## src/rtl/memtg_pkg.sv

```systemverilog
package memtg_pkg;

  localparam logic [1:0] MODE_WR_RD   = 2'd0;
  localparam logic [1:0] MODE_RD_ONLY = 2'd1;
  localparam logic [1:0] MODE_WR_ONLY = 2'd2;

  localparam logic [1:0] SRC_PRBS  = 2'd0;
  localparam logic [1:0] SRC_TABLE = 2'd1;

  localparam logic [30:0] PRBS_SEED0     = 31'h2AC35D17;
  localparam logic [30:0] PRBS_SEED_STEP = 31'h0F0F0F0F;
  localparam logic [63:0] TABLE_BASE     = 64'h0123456789ABCDEF;
  localparam logic [63:0] ARITH_MULT     = 64'h9E3779B97F4A7C15;

  typedef enum logic [1:0] {ST_IDLE, ST_WR, ST_RD, ST_DRAIN} ctrlState_t;

  typedef struct packed {
    logic runStart;
    logic runEnd;
    logic wrPhase;
    logic wrFire;
    logic rspFire;
    logic busy;
  } ctrlStrobe_t;

  function automatic logic [30:0] prbsStep(input logic [30:0] s);
    logic [30:0] t;
    t = s;
    for (int k = 0; k < 32; k++) t = {t[29:0], t[30] ^ t[27]};
    return t;
  endfunction

  function automatic logic [63:0] tableWord(input logic [3:0] i);
    logic [63:0] w;
    w = TABLE_BASE;
    for (int k = 0; k < 16; k++)
      if (k < int'(i)) w = {w[59:0], w[63:60]};
    return w;
  endfunction

endpackage

```

## src/rtl/memtg_pattern.sv

```systemverilog
module memtg_pattern
  import memtg_pkg::*;
#(
  parameter int DATA_W = 64,
  parameter int IDX_W  = 19,
  parameter int PASS_W = 16
) (
  input  logic              clk,
  input  logic              rstN,
  input  logic              restart,
  input  logic              advance,
  input  logic [1:0]        src,
  input  logic [IDX_W-1:0]  idx,
  input  logic [PASS_W-1:0] pass,
  output logic [DATA_W-1:0] word
);
  localparam int LANES = DATA_W / 32;
  localparam logic [DATA_W-1:0] MULT = DATA_W'(ARITH_MULT);

  logic [DATA_W-1:0] prbsWord;

  for (genvar g = 0; g < LANES; g++) begin : gLane
    localparam logic [30:0] SEED = PRBS_SEED0 + 31'(g) * PRBS_SEED_STEP;
    logic [30:0] lfsr;
    always_ff @(posedge clk) begin
      if (!rstN || restart) lfsr <= SEED;
      else if (advance)     lfsr <= prbsStep(lfsr);
    end
    assign prbsWord[g*32 +: 32] = {1'b0, lfsr};

    // an all-zero state would freeze the sequence
    a_r4_lfsr_alive: assert property (@(posedge clk) disable iff (!rstN)
      lfsr != '0);
  end

  always_comb begin
    case (src)
      SRC_PRBS:  word = prbsWord;
      SRC_TABLE: word = DATA_W'(tableWord(idx[3:0]));
      default:   word = DATA_W'(idx) * MULT + DATA_W'(pass);
    endcase
  end
endmodule

```

## src/rtl/memtg_ctrl.sv

```systemverilog
module memtg_ctrl
  import memtg_pkg::*;
#(
  parameter int ADDR_W = 19,
  parameter int PASS_W = 16
) (
  input  logic              clk,
  input  logic              rstN,
  input  logic              startRun,
  input  logic [ADDR_W:0]   cfgNumAddr,
  input  logic [1:0]        cfgMode,
  input  logic [1:0]        cfgSrc,
  input  logic [PASS_W-1:0] cfgPass,
  input  logic              memReqReady,
  input  logic              memRspValid,
  output logic              memReqValid,
  output logic              memReqWrite,
  output logic [ADDR_W-1:0] memReqAddr,
  output logic [ADDR_W-1:0] chkIdx,
  output ctrlStrobe_t       st,
  output logic [1:0]        srcSel,
  output logic [PASS_W-1:0] passSel
);
  localparam int CNT_W = ADDR_W + 1;
  localparam logic [CNT_W-1:0] MAX_N = CNT_W'(1) << ADDR_W;
  localparam logic [CNT_W-1:0] MIN_N = CNT_W'(2);

  ctrlState_t state;
  logic [CNT_W-1:0]  numAddr, rspCnt;
  logic [ADDR_W-1:0] reqAddr;
  logic [1:0]        modeQ;
  logic reqFire, rspFire, lastReq, lastRsp, wrOnly, runStart, runEnd;

  function automatic logic [CNT_W-1:0] clampN(input logic [CNT_W-1:0] n);
    if (n < MIN_N) return MIN_N;
    if (n > MAX_N) return MAX_N;
    return n;
  endfunction

  assign memReqValid = (state == ST_WR) || (state == ST_RD);
  assign memReqWrite = (state == ST_WR);
  assign memReqAddr  = reqAddr;
  assign chkIdx      = rspCnt[ADDR_W-1:0];

  assign reqFire  = memReqValid && memReqReady;
  assign rspFire  = memRspValid && ((state == ST_RD) || (state == ST_DRAIN));
  assign lastReq  = ({1'b0, reqAddr} == numAddr - CNT_W'(1));
  assign lastRsp  = (rspCnt == numAddr - CNT_W'(1));
  assign wrOnly   = (modeQ == MODE_WR_ONLY);
  assign runStart = startRun && (state == ST_IDLE);
  assign runEnd   = ((state == ST_WR) && reqFire && lastReq && wrOnly) || (rspFire && lastRsp);

  assign st.runStart = runStart;
  assign st.runEnd   = runEnd;
  assign st.wrPhase  = (state == ST_WR);
  assign st.wrFire   = reqFire && (state == ST_WR);
  assign st.rspFire  = rspFire;
  assign st.busy     = (state != ST_IDLE);

  always_ff @(posedge clk) begin
    if (!rstN) begin
      state   <= ST_IDLE;
      numAddr <= MIN_N;
      rspCnt  <= '0;
      reqAddr <= '0;
      modeQ   <= MODE_WR_RD;
      srcSel  <= SRC_PRBS;
      passSel <= '0;
    end else begin
      case (state)
        ST_IDLE: if (startRun) begin
          numAddr <= clampN(cfgNumAddr);
          modeQ   <= cfgMode;
          srcSel  <= cfgSrc;
          passSel <= cfgPass;
          reqAddr <= '0;
          rspCnt  <= '0;
          state   <= (cfgMode == MODE_RD_ONLY) ? ST_RD : ST_WR;
        end
        ST_WR: if (reqFire) begin
          if (lastReq) begin
            reqAddr <= '0;
            state   <= wrOnly ? ST_IDLE : ST_RD;
          end else begin
            reqAddr <= reqAddr + ADDR_W'(1);
          end
        end
        ST_RD: if (reqFire) begin
          if (lastReq) state <= ST_DRAIN;
          else         reqAddr <= reqAddr + ADDR_W'(1);
        end
        default: ;
      endcase
      if (rspFire) begin
        rspCnt <= rspCnt + CNT_W'(1);
        if (lastRsp) state <= ST_IDLE;
      end
    end
  end

  a_r2_addr_in_range: assert property (@(posedge clk) disable iff (!rstN)
    memReqValid |-> ({1'b0, memReqAddr} < numAddr));
  a_r2_hold_on_stall: assert property (@(posedge clk) disable iff (!rstN)
    (memReqValid && !memReqReady) |=> (memReqValid && $stable(memReqAddr) && $stable(memReqWrite)));
  a_r3_rsp_bounded: assert property (@(posedge clk) disable iff (!rstN)
    st.busy |-> (rspCnt < numAddr));
  a_r3_start_busy: assert property (@(posedge clk) disable iff (!rstN)
    runStart |=> st.busy);
endmodule

```

## src/rtl/memtg_datapath.sv

```systemverilog
module memtg_datapath
  import memtg_pkg::*;
#(
  parameter int DATA_W = 64,
  parameter int ADDR_W = 19,
  parameter int PASS_W = 16,
  parameter int STAT_W = 32,
  parameter int PEND_W = 4
) (
  input  logic              clk,
  input  logic              rstN,
  input  ctrlStrobe_t       st,
  input  logic [1:0]        srcSel,
  input  logic [PASS_W-1:0] passSel,
  input  logic [ADDR_W-1:0] wrIdx,
  input  logic [ADDR_W-1:0] chkIdx,
  input  logic              injectReq,
  input  logic              clearErr,
  input  logic [DATA_W-1:0] memRspData,
  output logic [DATA_W-1:0] memReqData,
  output logic [STAT_W-1:0] errDetected,
  output logic [STAT_W-1:0] errInjected,
  output logic [STAT_W-1:0] bytesWritten,
  output logic [STAT_W-1:0] bytesRead
);
  localparam logic [STAT_W-1:0] STAT_MAX = '1;
  localparam int BYTES_PER_WORD = DATA_W / 8;

  logic [DATA_W-1:0] wrWord, expWord, expCmp;
  logic [PEND_W-1:0] pend, pendNext;
  logic pendAny, consume, accept, mismatch;

  memtg_pattern #(.DATA_W(DATA_W), .IDX_W(ADDR_W), .PASS_W(PASS_W)) wrGen_i (
    .clk(clk), .rstN(rstN), .restart(st.runStart), .advance(st.wrFire),
    .src(srcSel), .idx(wrIdx), .pass(passSel), .word(wrWord));

  memtg_pattern #(.DATA_W(DATA_W), .IDX_W(ADDR_W), .PASS_W(PASS_W)) expGen_i (
    .clk(clk), .rstN(rstN), .restart(st.runStart), .advance(st.rspFire),
    .src(srcSel), .idx(chkIdx), .pass(passSel), .word(expWord));

  assign pendAny  = (pend != '0);
  assign consume  = pendAny && (st.wrPhase ? st.wrFire : st.rspFire);
  assign accept   = injectReq && st.busy && !st.runEnd && ((pend != '1) || consume);
  assign pendNext = pend - PEND_W'(consume) + PEND_W'(accept);

  assign memReqData = wrWord ^ DATA_W'(pendAny && st.wrPhase);
  assign expCmp     = expWord ^ DATA_W'(pendAny && !st.wrPhase);
  assign mismatch   = st.rspFire && (memRspData != expCmp);

  function automatic logic [STAT_W-1:0] satAdd(input logic [STAT_W-1:0] a, input int unsigned b);
    logic [STAT_W:0] s;
    s = {1'b0, a} + (STAT_W+1)'(b);
    return s[STAT_W] ? STAT_MAX : s[STAT_W-1:0];
  endfunction

  always_ff @(posedge clk) begin
    if (!rstN) begin
      pend         <= '0;
      errDetected  <= '0;
      errInjected  <= '0;
      bytesWritten <= '0;
      bytesRead    <= '0;
    end else begin
      pend <= st.runEnd ? '0 : pendNext;
      if (clearErr) begin
        errDetected <= '0;
        errInjected <= '0;
      end else begin
        if (mismatch) errDetected <= satAdd(errDetected, 1);
        if (consume)  errInjected <= satAdd(errInjected, 1);
      end
      if (st.runStart) begin
        bytesWritten <= '0;
        bytesRead    <= '0;
      end else begin
        if (st.wrFire)  bytesWritten <= satAdd(bytesWritten, BYTES_PER_WORD);
        if (st.rspFire) bytesRead    <= satAdd(bytesRead, BYTES_PER_WORD);
      end
    end
  end

  a_r11_clear_zero: assert property (@(posedge clk) disable iff (!rstN)
    clearErr |=> (errDetected == '0 && errInjected == '0));
  a_r8_inj_step: assert property (@(posedge clk) disable iff (!rstN)
    !clearErr |=> (errInjected == $past(errInjected) || errInjected == $past(errInjected) + STAT_W'(1)));
  a_r7_det_step: assert property (@(posedge clk) disable iff (!rstN)
    !clearErr |=> (errDetected == $past(errDetected) || errDetected == $past(errDetected) + STAT_W'(1)));
  a_r10_idle_quiet: assert property (@(posedge clk) disable iff (!rstN)
    (!st.busy && !clearErr) |=> $stable(errInjected));
  a_r12_wr_saturate: assert property (@(posedge clk) disable iff (!rstN)
    (bytesWritten == STAT_MAX && !st.runStart) |=> bytesWritten == STAT_MAX);
  a_r12_rd_saturate: assert property (@(posedge clk) disable iff (!rstN)
    (bytesRead == STAT_MAX && !st.runStart) |=> bytesRead == STAT_MAX);
endmodule

```

## src/rtl/memtg_top.sv

```systemverilog
module memtg_top
  import memtg_pkg::*;
#(
  parameter int DATA_W = 64,
  parameter int ADDR_W = 19,
  parameter int PASS_W = 16,
  parameter int STAT_W = 32,
  parameter int PEND_W = 4
) (
  input  logic              clk,
  input  logic              rstN,
  input  logic              startRun,
  input  logic [ADDR_W:0]   cfgNumAddr,
  input  logic [1:0]        cfgMode,
  input  logic [1:0]        cfgSrc,
  input  logic [PASS_W-1:0] cfgPass,
  input  logic              injectReq,
  input  logic              clearErr,
  output logic              memReqValid,
  input  logic              memReqReady,
  output logic              memReqWrite,
  output logic [ADDR_W-1:0] memReqAddr,
  output logic [DATA_W-1:0] memReqData,
  input  logic              memRspValid,
  input  logic [DATA_W-1:0] memRspData,
  output logic              busy,
  output logic [STAT_W-1:0] errDetected,
  output logic [STAT_W-1:0] errInjected,
  output logic [STAT_W-1:0] bytesWritten,
  output logic [STAT_W-1:0] bytesRead
);
  ctrlStrobe_t       st;
  logic [1:0]        srcSel;
  logic [PASS_W-1:0] passSel;
  logic [ADDR_W-1:0] chkIdx;

  memtg_ctrl #(.ADDR_W(ADDR_W), .PASS_W(PASS_W)) ctrl_i (
    .clk(clk), .rstN(rstN), .startRun(startRun), .cfgNumAddr(cfgNumAddr),
    .cfgMode(cfgMode), .cfgSrc(cfgSrc), .cfgPass(cfgPass),
    .memReqReady(memReqReady), .memRspValid(memRspValid),
    .memReqValid(memReqValid), .memReqWrite(memReqWrite), .memReqAddr(memReqAddr),
    .chkIdx(chkIdx), .st(st), .srcSel(srcSel), .passSel(passSel));

  memtg_datapath #(.DATA_W(DATA_W), .ADDR_W(ADDR_W), .PASS_W(PASS_W),
                   .STAT_W(STAT_W), .PEND_W(PEND_W)) dp_i (
    .clk(clk), .rstN(rstN), .st(st), .srcSel(srcSel), .passSel(passSel),
    .wrIdx(memReqAddr), .chkIdx(chkIdx), .injectReq(injectReq), .clearErr(clearErr),
    .memRspData(memRspData), .memReqData(memReqData),
    .errDetected(errDetected), .errInjected(errInjected),
    .bytesWritten(bytesWritten), .bytesRead(bytesRead));

  assign busy = st.busy;
endmodule

```

## config.mk

```make
export PLATFORM = sky130hd
export DESIGN_NAME = memtg_top
export DESIGN_NICKNAME = d
export VERILOG_FILES = /design/src/rtl/memtg_pkg.sv /design/src/rtl/memtg_pattern.sv /design/src/rtl/memtg_ctrl.sv /design/src/rtl/memtg_datapath.sv /design/src/rtl/memtg_top.sv
export SDC_FILE = /design/constraint.sdc
export NUM_CORES = 2
export LEC_CHECK = 0
export ABC_AREA = 1
export BUFFER_PORTS_ARGS = -buffer_cell sky130_fd_sc_hd__buf_4
export CORE_ASPECT_RATIO = 1.25
export CORE_MARGIN = 2
export CORE_UTILIZATION = 35
export CTS_CLUSTER_SIZE = 30
export DETAILED_ROUTE_END_ITERATION = 8
export PLACE_DENSITY = 0.49
export SLEW_MARGIN = 20
export SYNTH_ARGS = -nofsm -noshare
export SYNTH_HDL_FRONTEND = slang
export SYNTH_SLANG_ARGS = --single-unit
```

## constraint.sdc

```tcl
create_clock -name clk -period 13.8 [get_ports clk]
set_input_delay 0 -clock clk [delete_from_list [all_inputs] [get_ports clk]]
set_output_delay 0 -clock clk [all_outputs]
set_load 0.005 [all_outputs]
```

Word level (Yosys, flattened, before mapping)
Cells that the tools add are included.
{ "word_totals": {"reg_bits": 337, "in_bits": 111, "elab_cells": 310} }
{ "classes": {"add_sub_neg": 11, "n_mul": 2, "order_cmp": 32, "n_eq_ne": 14, "mux": 69, "bitwise_logic": 131, "reduce_logical": 35} }
{ "ops": {"columns": ["op", "n"], "rows": [
  ["64-bit 2-to-1 mux", 28],
  ["64-bit one-hot mux with 2 select lines", 2],
  ["20-bit 2-to-1 mux", 7],
  ["64-bit by 16-bit adder with 64-bit output", 2],
  ["19-bit by 64-bit multiplier with 64-bit output (second input constant)", 2],
  ["32-bit 2-to-1 mux", 4],
  ["1-bit bitwise XOR", 128],
  ["64-bit by 1-bit bitwise XOR with 64-bit output", 2],
  ["61-bit 2-to-1 mux", 2],
  ["19-bit 2-to-1 mux", 5],
  ["32-bit by 1-bit adder with 33-bit output (second input constant)", 2],
  ["32-bit by 4-bit adder with 33-bit output (second input constant)", 2],
  ["64-bit inequality test", 1],
  ["19-bit one-hot mux with 3 select lines", 1],
  ["4-bit < comparator (first input constant)", 14],
  ["3-bit by 4-bit < comparator with 1-bit output (first input constant)", 8],
  ["20-bit by 1-bit adder with 20-bit output (second input constant)", 1],
  ["19-bit by 20-bit equality test with 1-bit output", 1],
  ["20-bit equality test", 1],
  ["20-bit > comparator (second input constant)", 1],
  ["20-bit by 2-bit < comparator with 1-bit output (second input constant)", 1],
  ["20-bit by 1-bit subtractor with 20-bit output (second input constant)", 1],
  ["19-bit by 1-bit adder with 19-bit output (second input constant)", 1],
  ["2-bit 2-to-1 mux", 9],
  ["other kinds (22)", 68]
]} }

Logic depth before layout (Yosys ltp)
{ "depth": {"ltp_word": 20, "depth_mapped": 41, "ltp_nobuf": 39} }

Modules after synthesis
Synthesis repeated with hierarchy kept, for this count alone.
{ "hier_totals": {"hier_cells": 8579, "hier_area_um2": 62398.6} }
{ "by_module_without_submodules": {"columns": ["mod", "n_inst", "cells_per_inst", "area_per_inst_um2", "seq_area_each_um2"], "rows": [
  ["memtg_pattern (dp_i.wrGen_i)", 1, 3180, 24160.7, 1241.2],
  ["memtg_pattern (dp_i.expGen_i)", 1, 3112, 23741.5, 1241.2],
  ["memtg_datapath", 1, 1393, 8967.4, 2562.5],
  ["memtg_ctrl", 1, 894, 5529.1, 1621.6]
]} }

Worst setup path after synthesis
Ideal clock, no wire load.
{ "synth_path": {"path_type": "reg2reg", "startpoint": "reg ctrl_i.rspCnt[0]", "endpoint": "reg dp_i.errDetected[10]", "setup_time_ps": 115, "arrival_ps": 7164, "required_ps": 13685, "setup_slack_ps": 6521, "stages_incl_launch_ff": 33, "n_path_buf": 1, "synth_period_minus_slack_ps": 7279, "cell_sequence": "dfxtp_1 inv_1 fa_1 inv_1 fa_1 fa_1 fa_1 fa_1 ha_1 nand2_1 nor2_1 inv_1 nor2_1 and3_1 nand3_1 nand3_1 a21o_1 a21oi_1 o21bai_1 or2_2 nand2_1 nand2_1 nand2_1 nand2_1 nor2_1 nand2_1 nor2_1 nand2_1 nor2_2 nand2_4 buf_6 a21oi_1 nor2_1"} }
{ "synth_between": {"elab_chain_len": 20, "word_cells_on_any_way": 36, "cone_classes": "add/sub (1); mul (1); order compare (15); eq/ne (1); mux (16); bitwise (1); reduce/logical (1)"} }
{ "synth_lines": {"columns": ["element", "line", "text"], "rows": [
  ["start: declaration", "memtg_ctrl.sv:29", "logic [CNT_W-1:0] numAddr, rspCnt;"],
  ["start signal: assignment", "memtg_ctrl.sv:95", "rspCnt <= rspCnt + CNT_W'(1);"],
  ["branches (longest 16 deep; another with 19-bit by 64-bit multiplier with 64-bit output)", null, null],
  ["64-bit one-hot mux with 2 select lines *", "memtg_pattern.sv:37", "case (src)"],
  ["64-bit by 1-bit bitwise XOR with 64-bit output *", "memtg_datapath.sv:47", "assign expCmp = expWord ^ DATA_W'(pendAny && !st.wrPhase);"],
  ["64-bit inequality test *", "memtg_datapath.sv:48", "assign mismatch = st.rspFire && (memRspData != expCmp);"],
  ["1-bit logical AND *", "memtg_datapath.sv:48", null],
  ["end signal: assignment", "memtg_datapath.sv:69", "if (mismatch) errDetected <= satAdd(errDetected, 1);"],
  ["end: declaration", "memtg_datapath.sv:21", "output logic [STAT_W-1:0] errDetected,"]
]} }
Every way passes the cells marked *.
A chain may end at the register's enable or synchronous reset.

Worst setup path in the final report
{ "layout_path": {"startpoint": "reg ctrl_i.rspCnt[17]", "endpoint": "reg dp_i.errDetected[13]"} }
{ "layout_between": {"elab_chain_len": 6} }
{ "layout_lines": {"columns": ["element", "line", "text"], "rows": [
  ["19-bit by 64-bit multiplier with 64-bit output", "memtg_pattern.sv:40", "default: word = DATA_W'(idx) * MULT + DATA_W'(pass);"],
  ["64-bit by 16-bit adder with 64-bit output", "memtg_pattern.sv:40", null],
  ["64-bit one-hot mux with 2 select lines", "memtg_pattern.sv:37", null],
  ["64-bit by 1-bit bitwise XOR with 64-bit output", "memtg_datapath.sv:47", null],
  ["64-bit inequality test", "memtg_datapath.sv:48", null],
  ["1-bit logical AND", "memtg_datapath.sv:48", null]
]} }
No other way between the ends.

==> metrics.cfg <==
[sta]
period_share_pct = 68.0
period_needed_ns = 9.38
tns_ns = 0
setup_violations = 0
hold_viol_final = 0
rsz0062_at_grt = no
fin_skew_ns = 0.0356
tightest_slew_ns = 1.07
max_freq_mhz = 107
slew_headroom_pct = 28.5
drv_slew = 0

[hold_path]
worstHoldStart = cfgPass[7]
worstHoldPathType = input port to register
holdPathStages = 3
hold_path_end = ctrl_i.passSel[7]

[routing]
antenna_left = 0
drtIter0Drc = 3428
firstDrtPassIters = 6
dr_total_vias = 51812
via_per_inst = 5.12
drt-total-wl_um = 235000
wl_per_cell_um = 23.2
drc = 0

[floorplanning]
fp.dieW_um = 368
core-area_mm2 = 0.164
io_pins = 325
dieArea_mm2 = 0.169
initial_core_util_pct = 35.3
std_cell_rows = 166
die_h_um = 459

[grt]
gr-total-overflow = 0
grt_usage_pct = 27.9
grt_pass1_wl_um = 353000
grt_max_degree = 95
antenna_found_initial = 8
grt_pass1_vias = 53155

[clock_network]
clkTransAtPathRegs_ns = 0.06
cts_setup_buffers = 0
clk-insertion-delay-late_ns = 0.66
cts_root_buf = clkbuf_16
h-tree-depth = 2
cts_sinks = 333
hold_buffers = 52
cts_made_buffers = 44
cts_resized = 0
cts_tree = built
cts_max_path_buffers = 3

[critical_path]
start_kind = register
cp_data_required_time_ns = 14.32
r2r-start = ctrl_i.rspCnt[17]
timing_worst_setup_path_type = register to register
slowest_delay_ns = 1.08
crit_path_end_kind = register
critPathMaxFanout = 64
r2r_setup_slack_ns = 4.42
critPathArrivalTime_ns = 9.90
crit_top_cell = fa_1
slowest_stage = fa_1
reg2reg_to = dp_i.errDetected[13]
rr_worst_depth = 32

[synth]
ys_seq_area_share_pct = 11.5
ys_async_sr_fraction_pct = 0
synth_top_cell_by_area = fa_1
synth.distinct_cells = 64
synth-seq-cells = 333
synth.cell_area_mm2 = 0.0579
syn-instance-count = 7601
synth_area_leaders = fa_1, ha_1, dfxtp_1
synth_edf_count = 0
ys.flop_type = dfxtp_1
synth.top_cell.area_share_pct = 28.4
yosys_warnings = 0
syn_area_per_cell_um2 = 7.62
synth_nets = 9131

[power_and_ir_drop]
powerDensity_mw_per_mm2 = 58.1
leakage_uw = 0.0312
total_power_uw = 3780
ir_worst_vdd_mv = 0.0921

[layout]
syn2layout_area_growth_pct = 12.1
instances_no_fill = 10120
nets = 9427
multi_input_area_mm2 = 0.0442
fillers = 17336
drive_gt1_share_pct = 6.84
register_area_mm2 = 0.00667

[run_status]
status = finished clean

[placement]
dp.cells = 9983
place_congestion = 0.957
detailed_place_hpwl_um = 198000
portBuffers = 324

[job]
cap_violations = 0

-- cell usage in the layout, fill, tap and decap left out, types with 6 or more instances in the layout --
cell	synthesis	final
or2_2	30	30
nor2_2	3	6
a21boi_0	9	9
clkbuf_1	119	10
a31oi_1	49	49
nand2_1	1200	1199
o21bai_1	13	13
a22oi_1	8	8
ha_1	598	598
nor2_1	484	478
o221ai_1	22	22
nand3_1	464	464
o21a_1	26	26
nand3b_1	33	33
fa_1	821	821
o21ai_0	339	336
o211ai_1	96	96
xnor2_1	135	135
clkinv_1	9	8
a221oi_1	29	29
buf_4	8	390
a22o_1	12	12
o21ai_1	30	28
clkbuf_8	0	12
clkbuf_16	0	44
o22ai_1	18	18
a21o_1	20	20
inv_1	1649	1647
a211oi_1	27	27
nand4_1	105	105
a21oi_1	521	521
nor4_1	35	33
nor3_1	74	74
o2111ai_1	7	7
inv_2	14	15
dfxtp_1	333	330
dlygate4sd3_1	0	52
xor2_1	145	145
-- sequential cells by signal (all words and copies together), names as in the netlist, 20 cells and up --
signal                    cells
dp_i.expGen_i.gLane.lfsr     62
dp_i.errDetected             32
dp_i.bytesWritten            30
dp_i.errInjected             32
dp_i.bytesRead               30
ctrl_i.numAddr               20
dp_i.wrGen_i.gLane.lfsr      62
ctrl_i.rspCnt                20
-- Yosys cell counts, types with 8 or more instances --
cell         n
buf_1       33
dfxtp_1    333
clkinv_1     9
a22oi_1      8
nand3_1    464
a31oi_1     49
clkbuf_1   119
nand3b_1    33
ha_1       598
o21a_1      26
o21ai_0    339
a21oi_1    521
xor2_1     145
nor3_1      74
o21ai_1     30
nand2_1   1200
xnor2_1    135
o211ai_1    96
buf_2       23
o21bai_1    13
a22o_1      12
a21o_1      20
inv_2       14
o221ai_1    22
inv_1     1649
nand4_1    105
o22ai_1     18
buf_4        8
nor2_1     484
fa_1       821
a211oi_1    27
a221oi_1    29
or2_2       30
a21boi_0     9
buf_6        8
nor4_1      35
-- cell type report --
type | count | area share (%)
diodes | 3 | 0.0116
flip-flops and latches | 333 | 10.3
well taps | 2184 | 4.21
multi-input cells | 5404 | 68.1
clock inverters | 16 | 0.416
repair buffers | 442 | 5.31
inverters | 1672 | 9.67
clock buffers | 66 | 2.01
-- how the worst max path moves through the flow --
stage,from,endpoint,slack (ns)
2_1_floorplan,ctrl_i.rspCnt[0],dp_i.errDetected[10],6.52
3_3_place_gp,ctrl_i.rspCnt[17],dp_i.errDetected[7],4.58
3_5_place_dp,ctrl_i.rspCnt[17],dp_i.errDetected[4],4.55
4_1_cts,ctrl_i.rspCnt[17],dp_i.errDetected[4],4.48
5_1_grt,ctrl_i.rspCnt[6],dp_i.errDetected[10],3.98
6_report,ctrl_i.rspCnt[17],dp_i.errDetected[13],4.42
-- worst max-delay path, delay by kind of cell, from the launching register on --
family	cells	cell delay, ns
adder cells (fa/ha/maj)	8	4.56
flip-flops	1	0.56
AO/OA/AOI/OAI	7	1.50
AND/OR/NAND/NOR	14	2.06
buffers and inverters	3	0.51
-- logic make-up after synthesis --
| family | count (synthesis) | share of synthesized area, % |
|---|---|---|
| adder cells (fa/ha/maj) | 1419 | 41.3 |
| multiplexers | 4 | 0.0691 |
| flip-flops | 333 | 11.5 |
| AND/OR/NAND/NOR | 2448 | 18.1 |
| AO/OA/AOI/OAI | 1253 | 12.5 |
| buffers and inverters | 1864 | 12.3 |
| XOR/XNOR | 280 | 4.23 |
-- stage by stage --
stage	cell area [µm²]	hold slack, ns	util, %	setup WS, ns
after CTS	64900	0.0848	39.6	4.48
after global routing	64900	0.118	39.6	3.98
after floorplan	57900	0.113	-	6.52
final	64900	0.128	39.6	4.42
after detailed placement	62800	0.214	38.3	4.55
after global placement	62800	0.207	38.3	4.58
-- report_power, final --
group          internal (µW)  switching [µW]
logic                    483             887
registers               1030            90.2
clock network            738             551
total                   2250            1530
-- routing by layer --
layer  wire, µm  track usage (%)
met1     102000             36.9
met2     110000             46.3
met3      14800             4.97
met4       7660             7.98
met5         21                0
(Power assumes the default switching activity.)
